File: config.mk
export PLATFORM = sky130hd
export DESIGN_NAME = trig_latency_buf
export DESIGN_NICKNAME = d
export VERILOG_FILES = /design/src/rtl/tlb_pkg.sv /design/src/rtl/tlb_pipeline.sv /design/src/rtl/tlb_event_store.sv /design/src/rtl/tlb_readout.sv /design/src/rtl/trig_latency_buf.sv
export SDC_FILE = /design/constraint.sdc
export NUM_CORES = 2
export LEC_CHECK = 0
export BUFFER_PORTS_ARGS = -buffer_cell sky130_fd_sc_hd__buf_2
export CAP_MARGIN = 20
export CORE_UTILIZATION = 35
export DETAILED_ROUTE_END_ITERATION = 7
export PLACE_DENSITY_LB_ADDON = 0.12
export SETUP_SLACK_MARGIN = 0.4
export SLEW_MARGIN = 10
export SYNTH_ARGS = -nofsm -noshare
export SYNTH_HDL_FRONTEND = slang
export SYNTH_SLANG_ARGS = --single-unit
File: constraint.sdc
create_clock -name clk -period 4.8 [get_ports clk]
set_input_delay 1.44 -clock clk [delete_from_list [all_inputs] [get_ports clk]]
set_output_delay 1.44 -clock clk [all_outputs]
set_load 0.01 [all_outputs]
File: src/rtl/tlb_pkg.sv
// Shared types for the two-level trigger latency buffer.
package tlb_pkg;

    // Kind of second-level request; echoed with the returned event.
    typedef enum logic {
        REQ_L1 = 1'b0,
        REQ_R3 = 1'b1
    } req_kind_e;

endpackage

File: src/rtl/tlb_pipeline.sv
// Circular sample pipeline with programmable tap latency.
// Stores one word per crossing strobe and presents, combinationally, the
// word stored LAT strobes before the next write position.
// Assumes DEPTH is a power of two, so address arithmetic wraps naturally.
module tlb_pipeline #(
    parameter int DATA_W  = 16,
    parameter int DEPTH   = 128,
    parameter int LAT_RST = 8,
    localparam int AW     = $clog2(DEPTH),
    localparam int LAT_W  = AW + 1
) (
    input  logic              clk,
    input  logic              rst_n,
    input  logic              bc_i,
    input  logic [DATA_W-1:0] din_i,
    input  logic              lat_we_i,
    input  logic [LAT_W-1:0]  lat_val_i,
    output logic [DATA_W-1:0] tap_o,
    output logic [LAT_W-1:0]  lat_o
);

    logic [DATA_W-1:0] mem [DEPTH];
    logic [AW-1:0]     wptr_q;
    logic [LAT_W-1:0]  lat_q;
    logic [AW-1:0]     rd_addr;

    // Write position: one step per crossing strobe.
    always_ff @(posedge clk) begin
        if (!rst_n) wptr_q <= '0;
        else if (bc_i) wptr_q <= wptr_q + 1'b1;
    end

    // Sample storage: no reset, written at the write position.
    always_ff @(posedge clk) begin
        if (bc_i) mem[wptr_q] <= din_i;
    end

    // Latency register: out-of-range values leave it unchanged.
    always_ff @(posedge clk) begin
        if (!rst_n) lat_q <= LAT_W'(LAT_RST);
        else if (lat_we_i && (lat_val_i < LAT_W'(DEPTH))) lat_q <= lat_val_i;
    end

    // Tap address: write position minus latency, modulo depth.
    always_comb begin
        rd_addr = wptr_q - lat_q[AW-1:0];
        tap_o   = mem[rd_addr];
    end

    assign lat_o = lat_q;

endmodule

File: src/rtl/tlb_event_store.sv
// Slotted event store indexed by identifier match.
// Allocates the lowest free slot, looks up the lowest occupied slot whose
// identifier matches, and frees a slot by index. Assumes SLOTS >= 2 and
// that a freed slot is never the one being allocated in the same cycle.
module tlb_event_store #(
    parameter int DATA_W = 16,
    parameter int ID_W   = 8,
    parameter int SLOTS  = 16,
    localparam int IW    = $clog2(SLOTS)
) (
    input  logic              clk,
    input  logic              rst_n,
    input  logic              alloc_i,
    input  logic [ID_W-1:0]   alloc_id_i,
    input  logic [DATA_W-1:0] alloc_data_i,
    output logic              full_o,
    input  logic [ID_W-1:0]   look_id_i,
    output logic              look_hit_o,
    output logic [IW-1:0]     look_idx_o,
    output logic [DATA_W-1:0] look_data_o,
    input  logic              free_i,
    input  logic [IW-1:0]     free_idx_i
);

    logic [SLOTS-1:0]  vld_q;
    logic [SLOTS-1:0]  match;
    logic [ID_W-1:0]   id_q   [SLOTS];
    logic [DATA_W-1:0] data_q [SLOTS];
    logic [IW-1:0]     alloc_idx;
    logic              alloc_fire;

    // Per-slot identifier comparators.
    for (genvar g = 0; g < SLOTS; g++) begin : g_match
        assign match[g] = vld_q[g] && (id_q[g] == look_id_i);
    end

    // Lowest free slot selection.
    always_comb begin
        alloc_idx = '0;
        for (int i = SLOTS - 1; i >= 0; i--) begin
            if (!vld_q[i]) alloc_idx = IW'(i);
        end
    end

    // Lowest matching slot selection.
    always_comb begin
        look_idx_o = '0;
        for (int i = SLOTS - 1; i >= 0; i--) begin
            if (match[i]) look_idx_o = IW'(i);
        end
        look_hit_o  = |match;
        look_data_o = data_q[look_idx_o];
    end

    assign full_o     = &vld_q;
    assign alloc_fire = alloc_i && !full_o;

    // Occupancy: set on allocation, cleared on free.
    always_ff @(posedge clk) begin
        if (!rst_n) begin
            vld_q <= '0;
        end else begin
            for (int i = 0; i < SLOTS; i++) begin
                if (free_i && (free_idx_i == IW'(i))) vld_q[i] <= 1'b0;
                if (alloc_fire && (alloc_idx == IW'(i))) vld_q[i] <= 1'b1;
            end
        end
    end

    // Slot payload: written only on allocation.
    always_ff @(posedge clk) begin
        if (alloc_fire) begin
            id_q[alloc_idx]   <= alloc_id_i;
            data_q[alloc_idx] <= alloc_data_i;
        end
    end

endmodule

File: src/rtl/tlb_readout.sv
// Single-entry output stage for second-level requests.
// Takes one request when empty, registers the lookup result (or an empty
// error event), holds it until the consumer accepts, then frees the slot.
module tlb_readout #(
    parameter int DATA_W = 16,
    parameter int ID_W   = 8,
    parameter int IW     = 4
) (
    input  logic              clk,
    input  logic              rst_n,
    input  logic              req_valid_i,
    input  logic              req_kind_i,
    input  logic [ID_W-1:0]   req_id_i,
    output logic              req_ready_o,
    input  logic              look_hit_i,
    input  logic [IW-1:0]     look_idx_i,
    input  logic [DATA_W-1:0] look_data_i,
    output logic              ev_valid_o,
    input  logic              ev_ready_i,
    output logic              ev_kind_o,
    output logic [ID_W-1:0]   ev_id_o,
    output logic [DATA_W-1:0] ev_data_o,
    output logic              ev_err_o,
    output logic              free_o,
    output logic [IW-1:0]     free_idx_o
);

    logic                valid_q;
    tlb_pkg::req_kind_e  kind_q;
    logic [ID_W-1:0]     id_q;
    logic [DATA_W-1:0]   data_q;
    logic                err_q;
    logic [IW-1:0]       idx_q;
    logic                take;

    assign req_ready_o = !valid_q;
    assign take        = req_valid_i && req_ready_o;

    // Output register: load on request, clear on consumer handshake.
    always_ff @(posedge clk) begin
        if (!rst_n) begin
            valid_q <= 1'b0;
            kind_q  <= tlb_pkg::REQ_L1;
            id_q    <= '0;
            data_q  <= '0;
            err_q   <= 1'b0;
            idx_q   <= '0;
        end else if (take) begin
            valid_q <= 1'b1;
            kind_q  <= tlb_pkg::req_kind_e'(req_kind_i);
            id_q    <= req_id_i;
            data_q  <= look_hit_i ? look_data_i : '0;
            err_q   <= !look_hit_i;
            idx_q   <= look_idx_i;
        end else if (valid_q && ev_ready_i) begin
            valid_q <= 1'b0;
        end
    end

    assign ev_valid_o = valid_q;
    assign ev_kind_o  = kind_q;
    assign ev_id_o    = id_q;
    assign ev_data_o  = data_q;
    assign ev_err_o   = err_q;
    assign free_o     = valid_q && ev_ready_i && !err_q;
    assign free_idx_o = idx_q;

endmodule

File: src/rtl/trig_latency_buf.sv
// Two-level trigger latency buffer top.
// L0 taps the pipeline at the programmed latency, tags the word with a
// wrapping identifier and files it in the event store; L1/R3 requests
// retrieve events by identifier through a valid/ready output.
module trig_latency_buf #(
    parameter int DATA_W     = 16,
    parameter int PIPE_DEPTH = 128,
    parameter int ID_W       = 8,
    parameter int SLOTS      = 16,
    parameter int LAT_RST    = 8,
    localparam int LAT_W     = $clog2(PIPE_DEPTH) + 1,
    localparam int SLOT_IW   = $clog2(SLOTS)
) (
    input  logic              clk,
    input  logic              rst_n,
    input  logic              bc_i,
    input  logic [DATA_W-1:0] hit_data_i,
    input  logic              lat_we_i,
    input  logic [LAT_W-1:0]  lat_val_i,
    input  logic              l0_i,
    input  logic              req_valid_i,
    input  logic              req_kind_i,
    input  logic [ID_W-1:0]   req_id_i,
    output logic              req_ready_o,
    output logic              ev_valid_o,
    input  logic              ev_ready_i,
    output logic              ev_kind_o,
    output logic [ID_W-1:0]   ev_id_o,
    output logic [DATA_W-1:0] ev_data_o,
    output logic              ev_err_o,
    output logic              ovf_o
);

    logic [DATA_W-1:0]  tap_data;
    logic [LAT_W-1:0]   lat_cur;
    logic [ID_W-1:0]    l0id_q;
    logic               ovf_q;
    logic               store_full;
    logic               look_hit;
    logic [SLOT_IW-1:0] look_idx;
    logic [DATA_W-1:0]  look_data;
    logic               free_fire;
    logic [SLOT_IW-1:0] free_idx;

    tlb_pipeline #(
        .DATA_W (DATA_W),
        .DEPTH  (PIPE_DEPTH),
        .LAT_RST(LAT_RST)
    ) pipe_i (
        .clk      (clk),
        .rst_n    (rst_n),
        .bc_i     (bc_i),
        .din_i    (hit_data_i),
        .lat_we_i (lat_we_i),
        .lat_val_i(lat_val_i),
        .tap_o    (tap_data),
        .lat_o    (lat_cur)
    );

    // Identifier generator: one step per L0, accepted or dropped.
    always_ff @(posedge clk) begin
        if (!rst_n) l0id_q <= '0;
        else if (l0_i) l0id_q <= l0id_q + 1'b1;
    end

    // Overflow flag: sticky once an L0 finds the store full.
    always_ff @(posedge clk) begin
        if (!rst_n) ovf_q <= 1'b0;
        else if (l0_i && store_full) ovf_q <= 1'b1;
    end

    assign ovf_o = ovf_q;

    tlb_event_store #(
        .DATA_W(DATA_W),
        .ID_W  (ID_W),
        .SLOTS (SLOTS)
    ) store_i (
        .clk         (clk),
        .rst_n       (rst_n),
        .alloc_i     (l0_i),
        .alloc_id_i  (l0id_q),
        .alloc_data_i(tap_data),
        .full_o      (store_full),
        .look_id_i   (req_id_i),
        .look_hit_o  (look_hit),
        .look_idx_o  (look_idx),
        .look_data_o (look_data),
        .free_i      (free_fire),
        .free_idx_i  (free_idx)
    );

    tlb_readout #(
        .DATA_W(DATA_W),
        .ID_W  (ID_W),
        .IW    (SLOT_IW)
    ) rdo_i (
        .clk        (clk),
        .rst_n      (rst_n),
        .req_valid_i(req_valid_i),
        .req_kind_i (req_kind_i),
        .req_id_i   (req_id_i),
        .req_ready_o(req_ready_o),
        .look_hit_i (look_hit),
        .look_idx_i (look_idx),
        .look_data_i(look_data),
        .ev_valid_o (ev_valid_o),
        .ev_ready_i (ev_ready_i),
        .ev_kind_o  (ev_kind_o),
        .ev_id_o    (ev_id_o),
        .ev_data_o  (ev_data_o),
        .ev_err_o   (ev_err_o),
        .free_o     (free_fire),
        .free_idx_o (free_idx)
    );

endmodule

# Yosys cells after proc, flatten, opt, wreduce, memory -nomap -nowiden
# Memories as Yosys holds them, arrays and structs flattened.
# Cells that the tools add are included.
# word_totals
ff_bits	70
elab_cells	229
mem_count	3
output_inout_bits	29
ram_bits	2432
in_bits	40
# classes
n_reduce_logical	79
n_addsub	3
mux	71
n_eq_ne	46
n_lt_le_gt_ge	1
# memory_table
name	depth	word_bits	rd	rd_clocked_by_memory_dff	wr	line	source
pipe_i.mem	128	16	1	0	1	tlb_pipeline.sv:22	logic [DATA_W-1:0] mem [DEPTH];
store_i.data_q	16	16	1	0	1	tlb_event_store.sv:28	logic [DATA_W-1:0] data_q [SLOTS];
store_i.id_q	16	8	16	0	1	tlb_event_store.sv:27	logic [ID_W-1:0] id_q [SLOTS];
# ops
op	count
8-bit equality test	16
4-bit 2-to-1 mux	32
4-bit equality test (second input constant)	16
1-bit logical AND	54
1-bit 2-to-1 mux	38
2-bit nonzero test	17
4-bit by 3-bit equality test with 1-bit output (second input constant)	8
4-bit by 2-bit equality test with 1-bit output (second input constant)	4
16-bit 2-to-1 mux	1
16-bit AND reduction	1
16-bit OR reduction	1
8-bit by 1-bit adder with 8-bit output (second input constant)	1
4-bit by 1-bit equality test with 1-bit output (second input constant)	2
4-bit logical NOT	2
8-bit less-than comparator (second input constant)	1
7-bit by 1-bit adder with 7-bit output (second input constant)	1
7-bit subtractor	1
1-bit logical NOT	4

# Longest topological paths before layout
# An unclocked memory read counts as a cell.
# depth
ltp_word	20
ltp_mapped	15
mapped_depth_nobuf	13

# Cells and area by module
# From an unflattened synthesis, not the netlist that was laid out.
# hier_totals
hier_cells	4925
area_unflattened_um2	98378.1
# modules_own_cells
mod	seq_area_each_um2	n_inst	area_per_inst_um2	cells_per_inst
tlb_pipeline	61799.3	1	79678.9	3611
tlb_event_store	11851.4	1	17127.7	1136
tlb_readout	620.6	1	1181.1	138
trig_latency_buf	180.2	1	390.4	40

# Least setup slack after synthesis
# OpenSTA, ideal clock, no wires.
# synth_timing
kind	register to register
start	reg pipe_i.wptr_q[0]
end	mem store_i.data_q[0][0] (data pin)
t_required_ns	4.414
stages_incl_launch_ff	12
period_less_slack_ns	3.949
setup_time_ns	0.386
path_buffers	4
t_arrival_ns	3.563
slack_ns	0.851
cell_sequence	dfxtp_1 > clkbuf_1 > inv_1 > ha_1 > buf_2 > clkbuf_1 > buf_1 > mux4_2 > mux4_2 > mux2_2 > o211ai_1 > o21ai_0
# synth_between
elab_chain_cells	2
# synth_rtl
element	line	source
start: declaration	tlb_pipeline.sv:23	logic [AW-1:0] wptr_q;
start signal: assignment	tlb_pipeline.sv:30	else if (bc_i) wptr_q <= wptr_q + 1'b1;
7-bit subtractor	tlb_pipeline.sv:46	rd_addr = wptr_q - lat_q[AW-1:0];
memory read 128 x 16 bit	n/a	
via pipe_i.tap_o[0]	tlb_pipeline.sv:18	output logic [DATA_W-1:0] tap_o,
end: declaration	tlb_event_store.sv:28	
# The timed path passes the listed nets, and every way through them passes these cells.

# Worst setup path after layout
# layout_timing
start	reg pipe_i.wptr_q[0]
end	mem store_i.data_q[1][5] (data pin)
# Same word-level chain as after synthesis.

==> flow_summary_export.csv <==
group,metric,value,unit
clock_network,clockRootBuffer,"clkbuf_16",
logic_synthesis,synth_edf_count,2432,
worst_setup_path,worstPathArrival,4970,ps
sta,grt_setup_unrepaired,"false",
worst_setup_path,worstPathMaxFanout,27,
worst_setup_path,timing.reg2reg.setup_slack,390,ps
floorplanning,die_y,529,µm
clock_network,worstSkewPairLatency,880,ps
pwr,seqPwrFrac,0.488,
global_routing,vias_in_the_first_global_route,47300,
cells_and_area,post_route_cells_drive_above_1_share,0.306,
worst_setup_path,timing.critical_path.slowest_cell_delay,830,ps
floorplanning,die-width,529,µm
pwr,p_sw,11.7,mW
job,drv_cap,0,
global_routing,global_route.usage.total,0.180,
worst_setup_path,slowest_stage,"fa_4",
hold_path,classification_of_the_worst_slack_hold_path,"reg2reg",
placed_design,post-place-cells,8302,
worst_setup_path,endpoint_kind,"flip-flop",
pwr,power_frac_comb,0.106,
pwr,p_leak,36.4,nW
routing,vias,45500,
pwr,clockPowerShare,0.406,
global_routing,first_pass_grt_wire_length,361000,µm
floorplanning,fp-row-count,193,
routing,dr.pass1.iters,7,
routing,ant_nets,0,
logic_synthesis,netlist-cell-type-count,62,
sta,max-slew-margin-rel,0.271,
floorplanning,fp.coreArea,0.276,mm²
sta,setup_violations,0,
cells_and_area,most-common-layout-cells,"edfxtp_1 (2432), mux4_2 (640), clkbuf_16 (294)",
floorplanning,start_util,0.352,
clock_network,clk_path_buf_depth,4,
sta,final_max_slew_viol_count,0,
worst_setup_path,timing_worst_setup_path_type,"reg2reg",
sta,timing_hold_violations_final,0,
worst_setup_path,critPathTopFamily,"multiplexers",
logic_synthesis,avgSynthCellArea,21.8,µm²
pwr,peakVddDrop,0.303,mV
worst_setup_path,start_kind,"flip-flop",
global_routing,grt-ovfl-total,0,
floorplanning,floorplan.die_area,0.280,mm²
clock_network,clkSinkCount,2502,
routing,detail_route.wl_per_cell,28.6,µm
pwr,power-per-cell-area,439,mW/mm²
logic_synthesis,synth-warning-count,0,
sta,tightestPinTransition,1090,ps
routing,vias_per_cell,5.16,
worst_setup_path,crit_path_cell_trace,"inv_1 > ha_4 > inv_1 > fa_4 > buf_4 > buf_12 > mux4_2 > mux4_2 > mux2_2 > o211ai_1 > o21ai_2 > buf_12",
routing,postRouteWirelength,252000,µm
sta,fin_skew,74.8,ps
cells_and_area,layout.nets,4943,
logic_synthesis,synth.yosys.seq_area_share,0.766,
sta,timing.final.crit_share,0.918,
worst_setup_path,path_buf_inv,5,
cells_and_area,layout.cells.most_common,"edfxtp_1",
routing,detail_route.iter0.violations,3913,
logic_synthesis,syn_area,0.0972,mm²
worst_setup_path,worstPathRequired,5360,ps
routing,detail_route.drc_violations,0,
placed_design,gp_congestion,0.785,
clock_network,cts_inserted_buffers,284,
clock_network,cts-htree-levels,5,
logic_synthesis,netlist_instances,4448,
global_routing,antenna_found_initial,10,
pwr,power.switching_fraction,0.234,
clock_network,clk_transition_reported_paths,60,ps
global_routing,grt_start_max_net_pins,129,
cells_and_area,area_delta_synth_final,16.8,%
clock_network,tritoncts,"done",
outcome,run_status,"finished clean",
floorplanning,top_level_ports,69,
logic_synthesis,postSynth.topFlopCell,"edfxtp_1",
placed_design,place.port_buffers,68,
logic_synthesis,postSynthRegisterBits,2502,
cells_and_area,final_cells,8811,
sta,fin_tns_setup,0,ps
placed_design,dp.final_hpwl,146000,µm
pwr,cell_internal_pwr,38.2,mW
sta,final_period_minus_worst_setup_slack,4410,ps
logic_synthesis,postSynth.asyncResetShare,0,
logic_synthesis,synth.net_count,4497,
sta,clock.fmax,0.227,GHz
[worst min-delay path: stages, from the launching register on]
cell and delay [ps]:
dfxtp_1 320, a32oi_1 60, nand2_1 50
[area by class of cell]
| class | instances | area [µm²] |
|---|---|---|
| diodes | 8 | 20.0 |
| inverters | 17 | 63.8 |
| well taps | 3705 | 4640 |
| clock inverters | 126 | 907 |
| flip-flops and latches | 2502 | 74400 |
| multi-input cells | 1695 | 21900 |
| clock buffers | 364 | 7680 |
| fillers | 24400 | 163000 |
| repair buffers | 394 | 3860 |
[metal layers]
| metal | track usage | wire length [µm] | vias up |
|---|---|---|---|
| met3 | 0.0258 | 11400 | 337 |
| met1 | 0.252 | 112000 | 24600 |
| met2 | 0.296 | 123000 | 1121 |
| met4 | 0.0441 | 5880 | 0 |
| li1 | - | - | 19400 |
| met5 | 0 | 0 | - |
[kinds of logic after synthesis]
logic type | after synthesis | synth area share
AOI/OAI and AO/OA | 220 | 0.0155
xor gates and xnor gates | 142 | 0.0128
adders and majority gates | 9 | 0.00124
buffers and inverters | 251 | 0.0123
DFF | 2502 | 0.766
muxes | 836 | 0.169
and+or+nand+nor | 488 | 0.0233
[state kept, by name (all words and copies together), names as in the netlist]
signal            cells
store_i.id_q        128
store_i.data_q      256
pipe_i.lat_o          7
rdo_i.free_idx_o      4
rdo_i.ev_valid_o      1
ovf_o                 1
pipe_i.mem         2048
rdo_i.ev_err_o        1
rdo_i.ev_kind_o       1
rdo_i.ev_id_o         8
pipe_i.wptr_q         7
store_i.vld_q        16
rdo_i.ev_data_o      16
l0id_q                8
[repair_timing]
item / in CTS / in global routing
setup endpoints to repair: 192 / 160
buffers inserted: 2 / 0
gates resized for setup: 13 / 9
gates cloned: 4 / 1
hold buffers: 0 / 0
pin swaps: 2 / 1
[synth_stat cells (31+ instances only)]
cell type / n / area share
a21oi_1: 42 / 0.0022
o21ai_0: 44 / 0.0023
mux2_2: 32 / 0.0037
nand3_1: 51 / 0.0026
mux2i_1: 164 / 0.017
nand4_1: 31 / 0.0020
buf_1: 60 / 0.0023
xnor2_1: 121 / 0.011
clkbuf_1: 129 / 0.0050
nor2_1: 169 / 0.0065
mux4_2: 640 / 0.15
edfxtp_1: 2432 / 0.75
dfxtp_1: 70 / 0.014
nand2_1: 144 / 0.0056
[worst paths after layout]
path	start	end	depth (start not counted)
max	pipe_i.wptr_q[0]	store_i.data_q[1][5]	12
min	rdo_i.ev_data_o[9]	rdo_i.ev_data_o[9]	2
max reg2reg	pipe_i.wptr_q[0]	store_i.data_q[1][5]	12
min reg2reg	rdo_i.ev_data_o[9]	rdo_i.ev_data_o[9]	2
[power groups by stage]
stage | registers [mW] | logic, mW | clock network [mW]
after detailed placement | 24.8 | 5.29 | 0
after floorplan | 24.8 | 2.81 | 0
final | 24.3 | 5.27 | 20.2
after global placement | 24.8 | 5.26 | 0
after global routing | 24.3 | 5.60 | 21.6
after CTS | 24.3 | 5.38 | 20.8
[metrics by stage]
stage	worst slack (ps)	hold WS [ps]	instance area [µm²]	total power, mW	util
after CTS	367	459	113000	50.5	0.410
after detailed placement	256	446	105000	30.1	0.379
after global placement	293	451	105000	30.1	0.379
after global routing	377	482	114000	51.5	0.411
final	393	454	114000	49.8	0.411
after floorplan	851	479	97200	27.6	-
(Power assumes the default switching activity.)
